==> config.mk <==
export PLATFORM = sky130hd
export DESIGN_NAME = spi_erase_seq
export DESIGN_NICKNAME = d
export VERILOG_FILES = /design/src/rtl/spi_erase_seq_pkg.sv /design/src/rtl/spi_erase_seq_dp.sv /design/src/rtl/spi_erase_seq_ctrl.sv /design/src/rtl/spi_erase_seq.sv
export SDC_FILE = /design/constraint.sdc
export NUM_CORES = 1
export LEC_CHECK = 0
export CORE_ASPECT_RATIO = 2
export CORE_MARGIN = 4
export CORE_UTILIZATION = 35
export DETAILED_ROUTE_END_ITERATION = 6
export DONT_BUFFER_PORTS = 1
export GPL_ROUTABILITY_DRIVEN = 0
export GPL_TIMING_DRIVEN = 0
export HOLD_SLACK_MARGIN = 0.03
export PLACE_DENSITY = 0.51
export SKIP_LAST_GASP = 1
export SLEW_MARGIN = 25
export SYNTH_ARGS = -nofsm -noshare
export SYNTH_HDL_FRONTEND = slang
export SYNTH_SLANG_ARGS = --single-unit
==> constraint.sdc <==
create_clock -name clk -period 2.6 [get_ports clk]
set_input_delay 0.13 -clock clk [delete_from_list [all_inputs] [get_ports clk]]
set_output_delay 0.13 -clock clk [all_outputs]
set_load 0.1 [all_outputs]
==> src/rtl/spi_erase_seq_pkg.sv <==
package spi_erase_seq_pkg;

  localparam logic [7:0] OP_WREN = 8'h06;
  localparam logic [7:0] OP_RDSTAT = 8'h05;
  localparam logic [7:0] OP_FILL = 8'h00;
  localparam int BUSY_BIT = 0;

  typedef struct packed {
    logic csLow;
    logic load;
    logic [7:0] txByte;
  } spiCmd_t;

  typedef enum logic [3:0] {
    ST_IDLE,
    ST_UNLOCK,
    ST_GAP_A,
    ST_ERASE,
    ST_GAP_B,
    ST_POLL_OP,
    ST_POLL_DAT,
    ST_RD_OP,
    ST_RD_DAT,
    ST_COOL
  } seqState_e;

endpackage

==> src/rtl/spi_erase_seq_dp.sv <==
module spi_erase_seq_dp
  import spi_erase_seq_pkg::*;
#(
  parameter int CLK_DIV = 2
) (
  input  logic       clk,
  input  logic       rst_n,
  input  spiCmd_t    cmd,
  input  logic       misoIn,
  output logic       byteDone,
  output logic [7:0] rxByte,
  output logic       csN,
  output logic       sckOut,
  output logic       mosiOut
);

  localparam int DIV_W = (CLK_DIV > 1) ? $clog2(CLK_DIV) : 1;
  localparam logic [DIV_W-1:0] DIV_LAST = DIV_W'(CLK_DIV - 1);

  logic             active;
  logic             sckQ;
  logic [DIV_W-1:0] divCnt;
  logic [2:0]       bitCnt;
  logic [7:0]       txShift;
  logic [7:0]       rxShift;

  always_ff @(posedge clk or negedge rst_n) begin
    if (!rst_n) begin
      active   <= 1'b0;
      sckQ     <= 1'b0;
      divCnt   <= '0;
      bitCnt   <= '0;
      txShift  <= '0;
      rxShift  <= '0;
      byteDone <= 1'b0;
    end else begin
      byteDone <= 1'b0;
      if (cmd.load) begin
        active  <= 1'b1;
        sckQ    <= 1'b0;
        divCnt  <= '0;
        bitCnt  <= '0;
        txShift <= cmd.txByte;
      end else if (active) begin
        if (divCnt == DIV_LAST) begin
          divCnt <= '0;
          if (!sckQ) begin
            sckQ    <= 1'b1;
            rxShift <= {rxShift[6:0], misoIn};
          end else begin
            sckQ <= 1'b0;
            if (bitCnt == 3'd7) begin
              active   <= 1'b0;
              byteDone <= 1'b1;
            end else begin
              bitCnt  <= bitCnt + 3'd1;
              txShift <= {txShift[6:0], 1'b0};
            end
          end
        end else begin
          divCnt <= divCnt + DIV_W'(1);
        end
      end
    end
  end

  assign rxByte  = rxShift;
  assign csN     = ~cmd.csLow;
  assign sckOut  = sckQ;
  assign mosiOut = txShift[7];

endmodule

==> src/rtl/spi_erase_seq_ctrl.sv <==
module spi_erase_seq_ctrl
  import spi_erase_seq_pkg::*;
#(
  parameter logic [7:0] ERASE_OP  = 8'hC7,
  parameter int         CS_GAP    = 2,
  parameter int         MAX_POLLS = 1000
) (
  input  logic       clk,
  input  logic       rst_n,
  input  logic       startReq,
  input  logic       statusReq,
  input  logic       byteDone,
  input  logic [7:0] rxByte,
  output spiCmd_t    cmd,
  output logic       donePulse,
  output logic       errorPulse,
  output logic       statusValid,
  output logic [7:0] statusByte
);

  localparam int GAP_W  = $clog2(CS_GAP + 1);
  localparam int POLL_W = $clog2(MAX_POLLS + 1);
  localparam logic [GAP_W-1:0]  GAP_LAST  = GAP_W'(CS_GAP - 1);
  localparam logic [POLL_W-1:0] POLL_LAST = POLL_W'(MAX_POLLS - 1);

  seqState_e         state;
  logic [GAP_W-1:0]  gapCnt;
  logic [POLL_W-1:0] pollCnt;

  always_ff @(posedge clk or negedge rst_n) begin
    if (!rst_n) begin
      state       <= ST_IDLE;
      cmd         <= '0;
      gapCnt      <= '0;
      pollCnt     <= '0;
      donePulse   <= 1'b0;
      errorPulse  <= 1'b0;
      statusValid <= 1'b0;
      statusByte  <= '0;
    end else begin
      cmd.load    <= 1'b0;
      donePulse   <= 1'b0;
      errorPulse  <= 1'b0;
      statusValid <= 1'b0;
      unique case (state)
        ST_IDLE: begin
          if (startReq) begin
            cmd.load   <= 1'b1;
            cmd.txByte <= OP_WREN;
            cmd.csLow  <= 1'b1;
            state      <= ST_UNLOCK;
          end else if (statusReq) begin
            cmd.load   <= 1'b1;
            cmd.txByte <= OP_RDSTAT;
            cmd.csLow  <= 1'b1;
            state      <= ST_RD_OP;
          end
        end
        ST_UNLOCK: begin
          if (byteDone) begin
            cmd.csLow <= 1'b0;
            gapCnt    <= '0;
            state     <= ST_GAP_A;
          end
        end
        ST_GAP_A: begin
          if (gapCnt == GAP_LAST) begin
            cmd.load   <= 1'b1;
            cmd.txByte <= ERASE_OP;
            cmd.csLow  <= 1'b1;
            state      <= ST_ERASE;
          end else begin
            gapCnt <= gapCnt + GAP_W'(1);
          end
        end
        ST_ERASE: begin
          if (byteDone) begin
            cmd.csLow <= 1'b0;
            gapCnt    <= '0;
            state     <= ST_GAP_B;
          end
        end
        ST_GAP_B: begin
          if (gapCnt == GAP_LAST) begin
            cmd.load   <= 1'b1;
            cmd.txByte <= OP_RDSTAT;
            cmd.csLow  <= 1'b1;
            state      <= ST_POLL_OP;
          end else begin
            gapCnt <= gapCnt + GAP_W'(1);
          end
        end
        ST_POLL_OP: begin
          if (byteDone) begin
            cmd.load   <= 1'b1;
            cmd.txByte <= OP_FILL;
            pollCnt    <= '0;
            state      <= ST_POLL_DAT;
          end
        end
        ST_POLL_DAT: begin
          if (byteDone) begin
            statusByte <= rxByte;
            if (!rxByte[BUSY_BIT]) begin
              donePulse <= 1'b1;
              cmd.csLow <= 1'b0;
              gapCnt    <= '0;
              state     <= ST_COOL;
            end else if (pollCnt == POLL_LAST) begin
              errorPulse <= 1'b1;
              cmd.csLow  <= 1'b0;
              gapCnt     <= '0;
              state      <= ST_COOL;
            end else begin
              pollCnt    <= pollCnt + POLL_W'(1);
              cmd.load   <= 1'b1;
              cmd.txByte <= OP_FILL;
            end
          end
        end
        ST_RD_OP: begin
          if (byteDone) begin
            cmd.load   <= 1'b1;
            cmd.txByte <= OP_FILL;
            state      <= ST_RD_DAT;
          end
        end
        ST_RD_DAT: begin
          if (byteDone) begin
            statusByte  <= rxByte;
            statusValid <= 1'b1;
            cmd.csLow   <= 1'b0;
            gapCnt      <= '0;
            state       <= ST_COOL;
          end
        end
        ST_COOL: begin
          if (gapCnt == GAP_LAST) state <= ST_IDLE;
          else gapCnt <= gapCnt + GAP_W'(1);
        end
        default: state <= ST_IDLE;
      endcase
    end
  end

endmodule

==> src/rtl/spi_erase_seq.sv <==
module spi_erase_seq
  import spi_erase_seq_pkg::*;
#(
  parameter int         CLK_DIV   = 2,
  parameter logic [7:0] ERASE_OP  = 8'hC7,
  parameter int         CS_GAP    = 2,
  parameter int         MAX_POLLS = 1000
) (
  input  logic       clk,
  input  logic       rst_n,
  input  logic       start_i,
  input  logic       status_req_i,
  output logic       done_o,
  output logic       error_o,
  output logic       status_valid_o,
  output logic [7:0] status_o,
  output logic       spi_cs_n_o,
  output logic       spi_sck_o,
  output logic       spi_mosi_o,
  input  logic       spi_miso_i
);

  spiCmd_t    cmd;
  logic       byteDone;
  logic [7:0] rxByte;

  spi_erase_seq_ctrl #(
    .ERASE_OP (ERASE_OP),
    .CS_GAP   (CS_GAP),
    .MAX_POLLS(MAX_POLLS)
  ) ctrl_i (
    .clk        (clk),
    .rst_n      (rst_n),
    .startReq   (start_i),
    .statusReq  (status_req_i),
    .byteDone   (byteDone),
    .rxByte     (rxByte),
    .cmd        (cmd),
    .donePulse  (done_o),
    .errorPulse (error_o),
    .statusValid(status_valid_o),
    .statusByte (status_o)
  );

  spi_erase_seq_dp #(
    .CLK_DIV(CLK_DIV)
  ) dp_i (
    .clk     (clk),
    .rst_n   (rst_n),
    .cmd     (cmd),
    .misoIn  (spi_miso_i),
    .byteDone(byteDone),
    .rxByte  (rxByte),
    .csN     (spi_cs_n_o),
    .sckOut  (spi_sck_o),
    .mosiOut (spi_mosi_o)
  );

endmodule

======== After elaboration in Yosys (flattened, before gate mapping) ========
Cells that the tools add are included.
operators by class
  multiplexer cells ....................... 74
  equality and inequality tests ........... 29
  bitwise gates (word level) .............. 3
  $add $sub $neg .......................... 4
  reduce and logical (&&, ||, !) cells .... 21
operators by type and width
  cell                     number
  $mux W10                 9
  $mux W4                  13
  $pmux W9 S5              1
  $mux W8                  5
  $pmux W4 S10             1
  $mux W1                  29
  $mux W9                  3
  $ne A2 B1 Y1 const B     12
  $pmux W10 S2             1
  $eq A4 B3 Y1 const B     4
  $mux W3                  5
  $reduce_and A11 Y1       1
  $add A10 B1 Y10 const B  1
  $eq A10 B10 Y1 const B   1
  $mux W2                  5
  $reduce_and A5 Y1        2
  $reduce_bool A5 Y1       2
  $eq A4 B2 Y1 const B     2
  $eq A4 B4 Y1 const B     2
  $reduce_and A4 Y1        2
  $reduce_and A8 Y1        1
  $reduce_bool A2 Y1       4
  $reduce_and A7 Y1        1
  $ne A2 B2 Y1 const B     3
  15 further kinds         21
word-level totals
  word-level logic and storage cells ...... 148
  input bits .............................. 5
  register bits after elaboration ......... 60
  output and inout bits ................... 14

======== Longest topological paths before layout ========
Gate-level depths: netlist (run 1).
  depth in word-level cells ............... 6
  depth in mapped cells ................... 8
  gate-level depth less buffers ........... 8

======== By module ========
From an unflattened synthesis (run 1), not the netlist that was laid out.
second synthesis, totals
  cells, all modules ...................... 270
  area, all modules ....................... 3044.2 sq um
by module, submodules not included
  module              instances  sequential area each (sq um)  cells an instance  area each (sq um)
  spi_erase_seq_ctrl  1          825.8                         200                1976.9
  spi_erase_seq_dp    1          575.6                         70                 1067.3

======== Worst setup path after synthesis (run 1) ========
Ideal clock, no wire load.
  path type ............................... register -> register
  from .................................... register dp_i.sckQ (netlist: dp_i.sckOut)
  to ...................................... register dp_i.txShift[7]
  cell stages (with the launch flop) ...... 4
  arrival ................................. 1812 ps
  period minus slack after synthesis ...... 1894 ps
  buffers on the path ..................... 0
  setup time .............................. 82 ps
  data required time ...................... 2518 ps
  slack ................................... 706 ps
  cells stage by stage .................... dfrtp_1 > nor3b_1 > nand2_1 > a31oi_1
between the ends
  cells in the longest elaborated chain, start to end .. 2
ends and longest elaborated chain
  item                                 line                    text
  start: declaration                   spi_erase_seq_dp.sv:21  logic sckQ;
  start signal: assignment             spi_erase_seq_dp.sv:30  sckQ <= 1'b0;
  start signal: assignment             spi_erase_seq_dp.sv:40  sckQ <= 1'b0;
  start signal: assignment             spi_erase_seq_dp.sv:48  sckQ <= 1'b1;
  $reduce_bool A2 Y1 (no source line)  -
  $reduce_and A4 Y1 (no source line)   -
  end signal: assignment               spi_erase_seq_dp.sv:43  txShift <= cmd.txByte;
  end signal: assignment               spi_erase_seq_dp.sv:57  txShift <= {txShift[6:0], 1'b0};
  end: declaration                     spi_erase_seq_dp.sv:24  logic [7:0] txShift;
Every way passes these cells.
A chain may end at the register's enable or synchronous reset.

======== Worst setup path in the final report (run 1) ========
Ends and elaborated chain as after synthesis.

==> qor.json, run 1 <==
{
  "max_cap_violations": {"value": 0},
  "areaGrowthSynthToFinish": {"value": 11.4, "unit": "%"},
  "irDropWorstVdd": {"value": 0.264, "unit": "mV"},
  "syn_nets": {"value": 273},
  "routed_wirelength": {"value": 5.75, "unit": "mm"},
  "coreArea": {"value": 0.00766, "unit": "mm2"},
  "grt_antenna_before_repair": {"value": 0},
  "drt_first_iter_violations": {"value": 92},
  "core.rowCount": {"value": 45},
  "remaining_drc_errors": {"value": 0},
  "final_util": {"value": 0.405},
  "hold_path_startpoint": {"value": "status_req_i"},
  "htree_num_levels": {"value": 2},
  "clock_path_buffers": {"value": 2},
  "dieArea": {"value": 0.00952, "unit": "mm2"},
  "nets": {"value": 283},
  "timing.final.max_slew_violations": {"value": 0},
  "drt_first_pass_iters": {"value": 4},
  "multi_input_comb_area": {"value": 0.00129, "unit": "mm2"},
  "dpl.cell_count": {"value": 358},
  "instances_no_fill": {"value": 369},
  "grt_first_pass_wirelength": {"value": 10.1, "unit": "mm"},
  "floorplan.initialDensity": {"value": 0.363},
  "syn_area_per_cell": {"value": 10.5, "unit": "um2"},
  "endpoint_kind": {"value": "flop"},
  "asyncSetResetFlopFracSynth": {"value": 1.00},
  "cts.clk_slew.worst_paths": {"value": 0.08, "unit": "ns"},
  "layout.cells.most_common_list": {"value": "sky130_fd_sc_hd__dfrtp_1 (56), sky130_fd_sc_hd__nand2_1 (36), sky130_fd_sc_hd__a21oi_1 (17), sky130_fd_sc_hd__nor2_1 (17), sky130_fd_sc_hd__mux2_1 (17)"},
  "viasPerCell": {"value": 5.33},
  "largest_fanout_of_any_net_on_the_critical_path": {"value": 7},
  "min_path_type": {"value": "input pin to flop"},
  "cts_tree": {"value": "done"},
  "tightestPinTransition": {"value": 1.07, "unit": "ns"},
  "synthFlopType": {"value": "sky130_fd_sc_hd__dfrtp_1"},
  "leakagePower": {"value": 0.00135, "unit": "uW"},
  "via_count_of_the_first_global_routing_pass": {"value": 2096},
  "sequential_cell_area": {"value": 0.00140, "unit": "mm2"},
  "die_h": {"value": 134, "unit": "um"},
  "post_cts_setup_inserts": {"value": 0},
  "startpoint_of_the_most_critical_setup_path": {"value": "dp_i.sckOut$_DFFE_PN0P_"},
  "finalSetupTns": {"value": 0, "unit": "ns"},
  "timing.critical_path.from_type": {"value": "flop"},
  "post-route-worst-setup-slack": {"value": 0.359, "unit": "ns"},
  "min_period": {"value": 2.24, "unit": "ns"},
  "max-slew-margin-rel": {"value": 0.289},
  "ys_ff_latch": {"value": 56},
  "critPathKind": {"value": "flop to flop"},
  "place.detailed.hpwl": {"value": 4.29, "unit": "mm"},
  "diode_insertion_count_for_antenna_repair": {"value": 0},
  "numCtsBuffers": {"value": 5},
  "fin_crit_sh": {"value": 0.862},
  "hold_depth": {"value": 4},
  "worstSkewPairLatency": {"value": 0.30, "unit": "ns"},
  "critPathRequiredTime": {"value": 2.82, "unit": "ns"},
  "ctsRootBufferMaster": {"value": "sky130_fd_sc_hd__clkbuf_16"},
  "die_w": {"value": 71.0, "unit": "um"},
  "io_pins": {"value": 19},
  "numPortBuffers": {"value": 0},
  "num-fill-cells": {"value": 790},
  "routed_wire_length_per_instance": {"value": 15.6, "unit": "um"},
  "grt_remaining_overflow": {"value": 0},
  "worstReg2RegStart": {"value": "dp_i.sckOut$_DFFE_PN0P_"},
  "tritoncts_num_sinks": {"value": 56},
  "drive_above_1_share": {"value": 0.120},
  "maxClockFrequency": {"value": 446, "unit": "MHz"},
  "worst-r2r-cell-count": {"value": 3},
  "detail-route-antenna-nets": {"value": 0},
  "synth_sequential_area_ratio": {"value": 0.504},
  "cell_area_power_density": {"value": 520, "unit": "mW/mm2"},
  "number_of_warnings_printed_during_yosys_synthesis": {"value": 0},
  "synth_cell_types": {"value": 58},
  "pin_count_of_the_biggest_net_entering_global_routing": {"value": 57},
  "grt_util_all_layers": {"value": 0.133},
  "num_vias": {"value": 1965},
  "synthesis.instances": {"value": 264},
  "preCtsSetupSlack": {"value": 0.341, "unit": "ns"},
  "final-hold-violation-count": {"value": 0},
  "cp_data_arrival_time": {"value": 2.46, "unit": "ns"},
  "synth_edf_count": {"value": 0},
  "run_status": {"value": "finished, final reports clean"},
  "finClkSkew": {"value": 0.00727, "unit": "ns"},
  "rsz_0062_raised_after_global_routing": {"value": "false"},
  "synth_area": {"value": 0.00278, "unit": "mm2"},
  "final_setup_violation_count": {"value": 0},
  "most_common_cell_after_layout_fill_and_taps_aside": {"value": "sky130_fd_sc_hd__dfrtp_1"}
}
## registers in the layout (all words and copies together), names as in the netlist
name	count
dp_i.byteDone	1
dp_i.sckOut	1
ctrl_i.state	4
ctrl_i.statusByte	8
dp_i.bitCnt	3
dp_i.active	1
dp_i.divCnt	1
ctrl_i.statusValid	1
ctrl_i.donePulse	1
ctrl_i.cmd	6
ctrl_i.pollCnt	10
ctrl_i.errorPulse	1
dp_i.txShift	8
ctrl_i.gapCnt	2
dp_i.rxByte	8
## cell usage after synthesis (3+ instances only)
cell type,instances,area share
sky130_fd_sc_hd__mux2i_1,3,0.011
sky130_fd_sc_hd__a21oi_1,17,0.031
sky130_fd_sc_hd__nand3_1,6,0.011
sky130_fd_sc_hd__nor3b_1,3,0.0081
sky130_fd_sc_hd__nor2_1,17,0.023
sky130_fd_sc_hd__nor4_1,3,0.0068
sky130_fd_sc_hd__dfrtp_1,56,0.50
sky130_fd_sc_hd__xor2_1,6,0.019
sky130_fd_sc_hd__inv_1,6,0.0081
sky130_fd_sc_hd__nor2b_1,3,0.0068
sky130_fd_sc_hd__mux2_1,17,0.069
sky130_fd_sc_hd__ha_1,4,0.018
sky130_fd_sc_hd__o21ai_0,9,0.016
sky130_fd_sc_hd__buf_2,4,0.0072
sky130_fd_sc_hd__nor3_1,4,0.0072
sky130_fd_sc_hd__or3_1,5,0.011
sky130_fd_sc_hd__clkbuf_1,3,0.0041
sky130_fd_sc_hd__buf_4,3,0.0081
sky130_fd_sc_hd__and3_1,4,0.0090
sky130_fd_sc_hd__o21ai_1,6,0.011
sky130_fd_sc_hd__nand2_1,36,0.049
## power by group
group | internal [uW] | leakage (uW) | total, uW | switching (uW)
registers | 876 | 0.000692 | 882 | 5.38
clock network | 366 | 0.0000719 | 700 | 333
logic | 10.5 | 0.000589 | 30.0 | 19.5
## logic make-up (layout without fill, tap and decap cells)
kind of cell    Yosys count  count (layout)  share of synthesized area
fa+ha+maj                 5               5                     0.0216
simple gates            104             104                      0.210
flops                    56              56                      0.504
compound gates           51              51                      0.119
mux                      22              22                     0.0905
xor+xnor                  8               8                     0.0252
buf+inv                  18              29                     0.0301
## what timing repair did
action,CTS,global route
endpoints found under the hold margin,57,0
gates resized for setup,0,0
hold buffers,3,0
## worst paths after layout
path,end,slack (ns)
max,dp_i.txShift[7]$_DFFE_PN0P_,0.36
min,ctrl_i.cmd[0]$_DFFE_PN0P_,0.18
max reg2reg,dp_i.txShift[7]$_DFFE_PN0P_,0.36
min reg2reg,ctrl_i.cmd[1]$_DFFE_PN0P_,0.48
max in group asynchronous,dp_i.txShift[6]$_DFFE_PN0P_,1.99
min in group asynchronous,ctrl_i.gapCnt[0]$_DFFE_PN0P_,0.33
## final cells by class
class,instances,area share
well taps,94,0.0380
clock inverters,3,0.00889
inverters,8,0.00969
plain buffers,10,0.0174
flip-flops and latches,56,0.452
multi-input cells,190,0.418
repair buffers,3,0.0153
clock buffers,5,0.0404
## worst max-delay path, cell delays in order (launching register included)
cell,delay [ns]
sky130_fd_sc_hd__dfrtp_1,1.06
sky130_fd_sc_hd__nor3b_1,0.76
sky130_fd_sc_hd__nand2_1,0.14
sky130_fd_sc_hd__a31oi_1,0.20
## stage by stage
stage	total power [uW]	cell area [um2]	hold slack, ns
global route	1680	3100	0.230
global placement	906	2900	-0.162
floorplan	903	2780	-0.166
detailed placement	906	2900	-0.163
CTS	1640	3100	0.184
finish	1610	3100	0.181
## metal layers
metal / global-route usage / share of wire
met5: 0 / 0
met4: 0.0628 / 0.026
met3: 0.0188 / 0.013
met2: 0.256 / 0.57
met1: 0.135 / 0.39
Note: power is estimated with default switching activity, not from simulation.
==> inputs of run 2 (changes only) <==
CORE_UTILIZATION = 50   (was 35)
PLACE_DENSITY = 0.67   (was 0.51)
==> qor.json, run 2 (synthesis results as in run 1) <==
{
  "critPathKind": {"value": "flop to flop"},
  "grt_util_all_layers": {"value": 0.171, "change": "+0.0385"},
  "floorplan.initialDensity": {"value": 0.513, "change": "+0.150"},
  "place.detailed.hpwl": {"value": 3.89, "unit": "mm", "change": "-9.3%"},
  "detail-route-antenna-nets": {"value": 0, "change": "unchanged"},
  "grt_antenna_before_repair": {"value": 0, "change": "unchanged"},
  "die_w": {"value": 60.7, "unit": "um", "change": "-14%"},
  "timing.rr.end": {"value": "dp_i.txShift[6]$_DFFE_PN0P_"},
  "coreArea": {"value": 0.00542, "unit": "mm2", "change": "-29%"},
  "tritoncts_num_sinks": {"value": 56, "change": "unchanged"},
  "worst-r2r-cell-count": {"value": 3, "change": "unchanged"},
  "num_vias": {"value": 1949, "change": "-0.81%"},
  "largest-register": {"value": "ctrl_i.pollCnt"},
  "maxClockFrequency": {"value": 459, "unit": "MHz", "change": "+2.8%"},
  "die_h": {"value": 113, "unit": "um", "change": "-15%"},
  "worstSkewPairLatency": {"value": 0.31, "unit": "ns", "change": "about the same"},
  "htree_num_levels": {"value": 2, "change": "unchanged"},
  "timing.critical_path.to": {"value": "dp_i.txShift[6]$_DFFE_PN0P_"},
  "via_count_of_the_first_global_routing_pass": {"value": 1993, "change": "-4.9%"},
  "max-slew-margin-rel": {"value": 0.292, "change": "+0.00332"},
  "grt_first_pass_wirelength": {"value": 9.08, "unit": "mm", "change": "-9.7%"},
  "final-hold-violation-count": {"value": 0, "change": "unchanged"},
  "final_setup_violation_count": {"value": 0, "change": "unchanged"},
  "io_pins": {"value": 19, "change": "unchanged"},
  "dieArea": {"value": 0.00689, "unit": "mm2", "change": "-28%"},
  "cp_data_arrival_time": {"value": 2.41, "unit": "ns", "change": "-0.05 ns"},
  "cts.clk_slew.worst_paths": {"value": 0.09, "unit": "ns", "change": "about the same"},
  "areaGrowthSynthToFinish": {"value": 8.42, "unit": "%"},
  "drt_first_pass_iters": {"value": 6, "change": "+2"},
  "cts_tree": {"value": "done"},
  "min_period": {"value": 2.18, "unit": "ns", "change": "-0.0604 ns"},
  "drt_first_iter_violations": {"value": 112, "change": "+22%"},
  "tightestPinTransition": {"value": 1.06, "unit": "ns", "change": "-0.00497 ns"},
  "routed_wirelength": {"value": 5.26, "unit": "mm", "change": "-8.5%"},
  "routed_wire_length_per_instance": {"value": 15.7, "unit": "um", "change": "+0.75%"},
  "cell_area_power_density": {"value": 490, "unit": "mW/mm2", "change": "-5.7%"},
  "fin_crit_sh": {"value": 0.839, "change": "-0.0232"},
  "timing.final.max_slew_violations": {"value": 0, "change": "unchanged"},
  "max_cap_violations": {"value": 0, "change": "unchanged"},
  "endpoint_kind": {"value": "flop"},
  "sequential_cell_area": {"value": 0.00140, "unit": "mm2", "change": "unchanged"},
  "post_cts_setup_inserts": {"value": 0, "change": "unchanged"},
  "num-fill-cells": {"value": 494, "change": "-37%"},
  "numCtsBuffers": {"value": 5, "change": "unchanged"},
  "most_common_cell_after_layout_fill_and_taps_aside": {"value": "sky130_fd_sc_hd__dfrtp_1"},
  "finClkSkew": {"value": 0.00974, "unit": "ns", "change": "+0.00246 ns"},
  "post-route-cell-area": {"value": 0.00301, "unit": "mm2", "change": "-2.7%"},
  "leakagePower": {"value": 0.00134, "unit": "uW", "change": "-1.2%"},
  "remaining_drc_errors": {"value": 0, "change": "unchanged"},
  "instances_no_fill": {"value": 335, "change": "-9.2%"},
  "ctsRootBufferMaster": {"value": "sky130_fd_sc_hd__clkbuf_8"},
  "numPortBuffers": {"value": 0, "change": "unchanged"},
  "min_path_type": {"value": "input pin to flop"},
  "worstReg2RegStart": {"value": "dp_i.sckOut$_DFFE_PN0P_"},
  "largest_fanout_of_any_net_on_the_critical_path": {"value": 7, "change": "unchanged"},
  "viasPerCell": {"value": 5.82, "change": "+9.3%"},
  "dpl.cell_count": {"value": 324, "change": "-9.5%"},
  "rsz_0062_raised_after_global_routing": {"value": "false"},
  "pin_count_of_the_biggest_net_entering_global_routing": {"value": 57, "change": "unchanged"},
  "grt_remaining_overflow": {"value": 0, "change": "unchanged"},
  "critPathRequiredTime": {"value": 2.83, "unit": "ns", "change": "about the same"},
  "finalSetupTns": {"value": 0, "unit": "ns", "change": "unchanged"},
  "number_of_flip_flops_in_the_largest_register": {"value": 10, "change": "unchanged"},
  "startpoint_of_the_most_critical_setup_path": {"value": "dp_i.sckOut$_DFFE_PN0P_"},
  "irDropWorstVdd": {"value": 0.501, "unit": "mV", "change": "+90%"},
  "multi_input_comb_area": {"value": 0.00129, "unit": "mm2", "change": "unchanged"},
  "core.rowCount": {"value": 38, "change": "-16%"},
  "drive_above_1_share": {"value": 0.116, "change": "-0.00364"},
  "layout.cells.most_common_list": {"value": "sky130_fd_sc_hd__dfrtp_1 (56), sky130_fd_sc_hd__nand2_1 (36), sky130_fd_sc_hd__a21oi_1 (17), sky130_fd_sc_hd__nor2_1 (17), sky130_fd_sc_hd__mux2_1 (17)"},
  "run_status": {"value": "finished, final reports clean"},
  "rrSetupSlack": {"value": 0.42, "unit": "ns", "change": "+0.06 ns"},
  "final_util": {"value": 0.556, "change": "+0.152"},
  "placement.cell_area": {"value": 0.00286, "unit": "mm2", "change": "-1.5%"},
  "timing.critical_path.from_type": {"value": "flop"},
  "nets": {"value": 283, "change": "unchanged"},
  "clock_path_buffers": {"value": 2, "change": "unchanged"},
  "diode_insertion_count_for_antenna_repair": {"value": 0, "change": "unchanged"}
}
run 2: layout make-up:
type	count	share of cell area
inverter	8	0.00996
clock buffer	6	0.0241
multi-input combinational	190	0.430
tap	60	0.0249
buffer	10	0.0178
timing repair buffer	3	0.0158
sequential	56	0.465
clock inverter	2	0.0129
run 2: worst max-delay path, cell delays in order, from the launching register on:
cell and delay, ns:
sky130_fd_sc_hd__dfrtp_1 1.06, sky130_fd_sc_hd__nor3b_1 0.73, sky130_fd_sc_hd__nand2_1 0.12, sky130_fd_sc_hd__a31oi_1 0.19
run 2: timing repair:
item / CTS / global route
resized for setup: 0 / 0
hold endpoints to repair: 57 / 0
hold buffers: 3 / 0
run 2: power by group:
| group | internal (uW) | switching, uW | leakage, uW | total, uW |
|---|---|---|---|---|
| clock network | 291 | 276 | 0.0000558 | 567 |
| logic | 10.5 | 18.9 | 0.000589 | 29.4 |
| registers | 877 | 5.26 | 0.000692 | 882 |
run 2: layer usage:
| metal | up-vias | track usage | share of wire |
|---|---|---|---|
| met5 | - | 0 | 0 |
| met4 | 0 | 0.0999 | 0.049 |
| met3 | 18 | 0.0260 | 0.028 |
| met2 | 43 | 0.291 | 0.53 |
| met1 | 930 | 0.194 | 0.39 |
| li1 | 958 | - | - |
run 2: worst min-delay path by stage:
stage                 start                                to  slack (ns)  depth (start not counted)
3_5_place_dp          rst_n  ctrl_i.statusByte[7]$_DFFE_PN0P_       -0.16                          0
3_3_place_gp          rst_n  ctrl_i.statusByte[7]$_DFFE_PN0P_       -0.16                          0
2_1_floorplan         rst_n         ctrl_i.cmd[0]$_DFFE_PN0P_       -0.17                          0
4_1_cts        status_req_i         ctrl_i.cmd[0]$_DFFE_PN0P_        0.16                          4
5_1_grt        status_req_i         ctrl_i.cmd[0]$_DFFE_PN0P_        0.19                          4
6_report       status_req_i         ctrl_i.cmd[0]$_DFFE_PN0P_        0.17                          4
run 2: metrics by stage:
| step | hold WS, ns | worst slack, ns | total power [uW] |
|---|---|---|---|
| floorplan | -0.166 | 0.706 | 903 |
| global placement | -0.164 | 0.395 | 905 |
| detailed placement | -0.164 | 0.409 | 906 |
| CTS | 0.157 | 0.379 | 1500 |
| global route | 0.193 | 0.230 | 1540 |
| finish | 0.170 | 0.419 | 1480 |
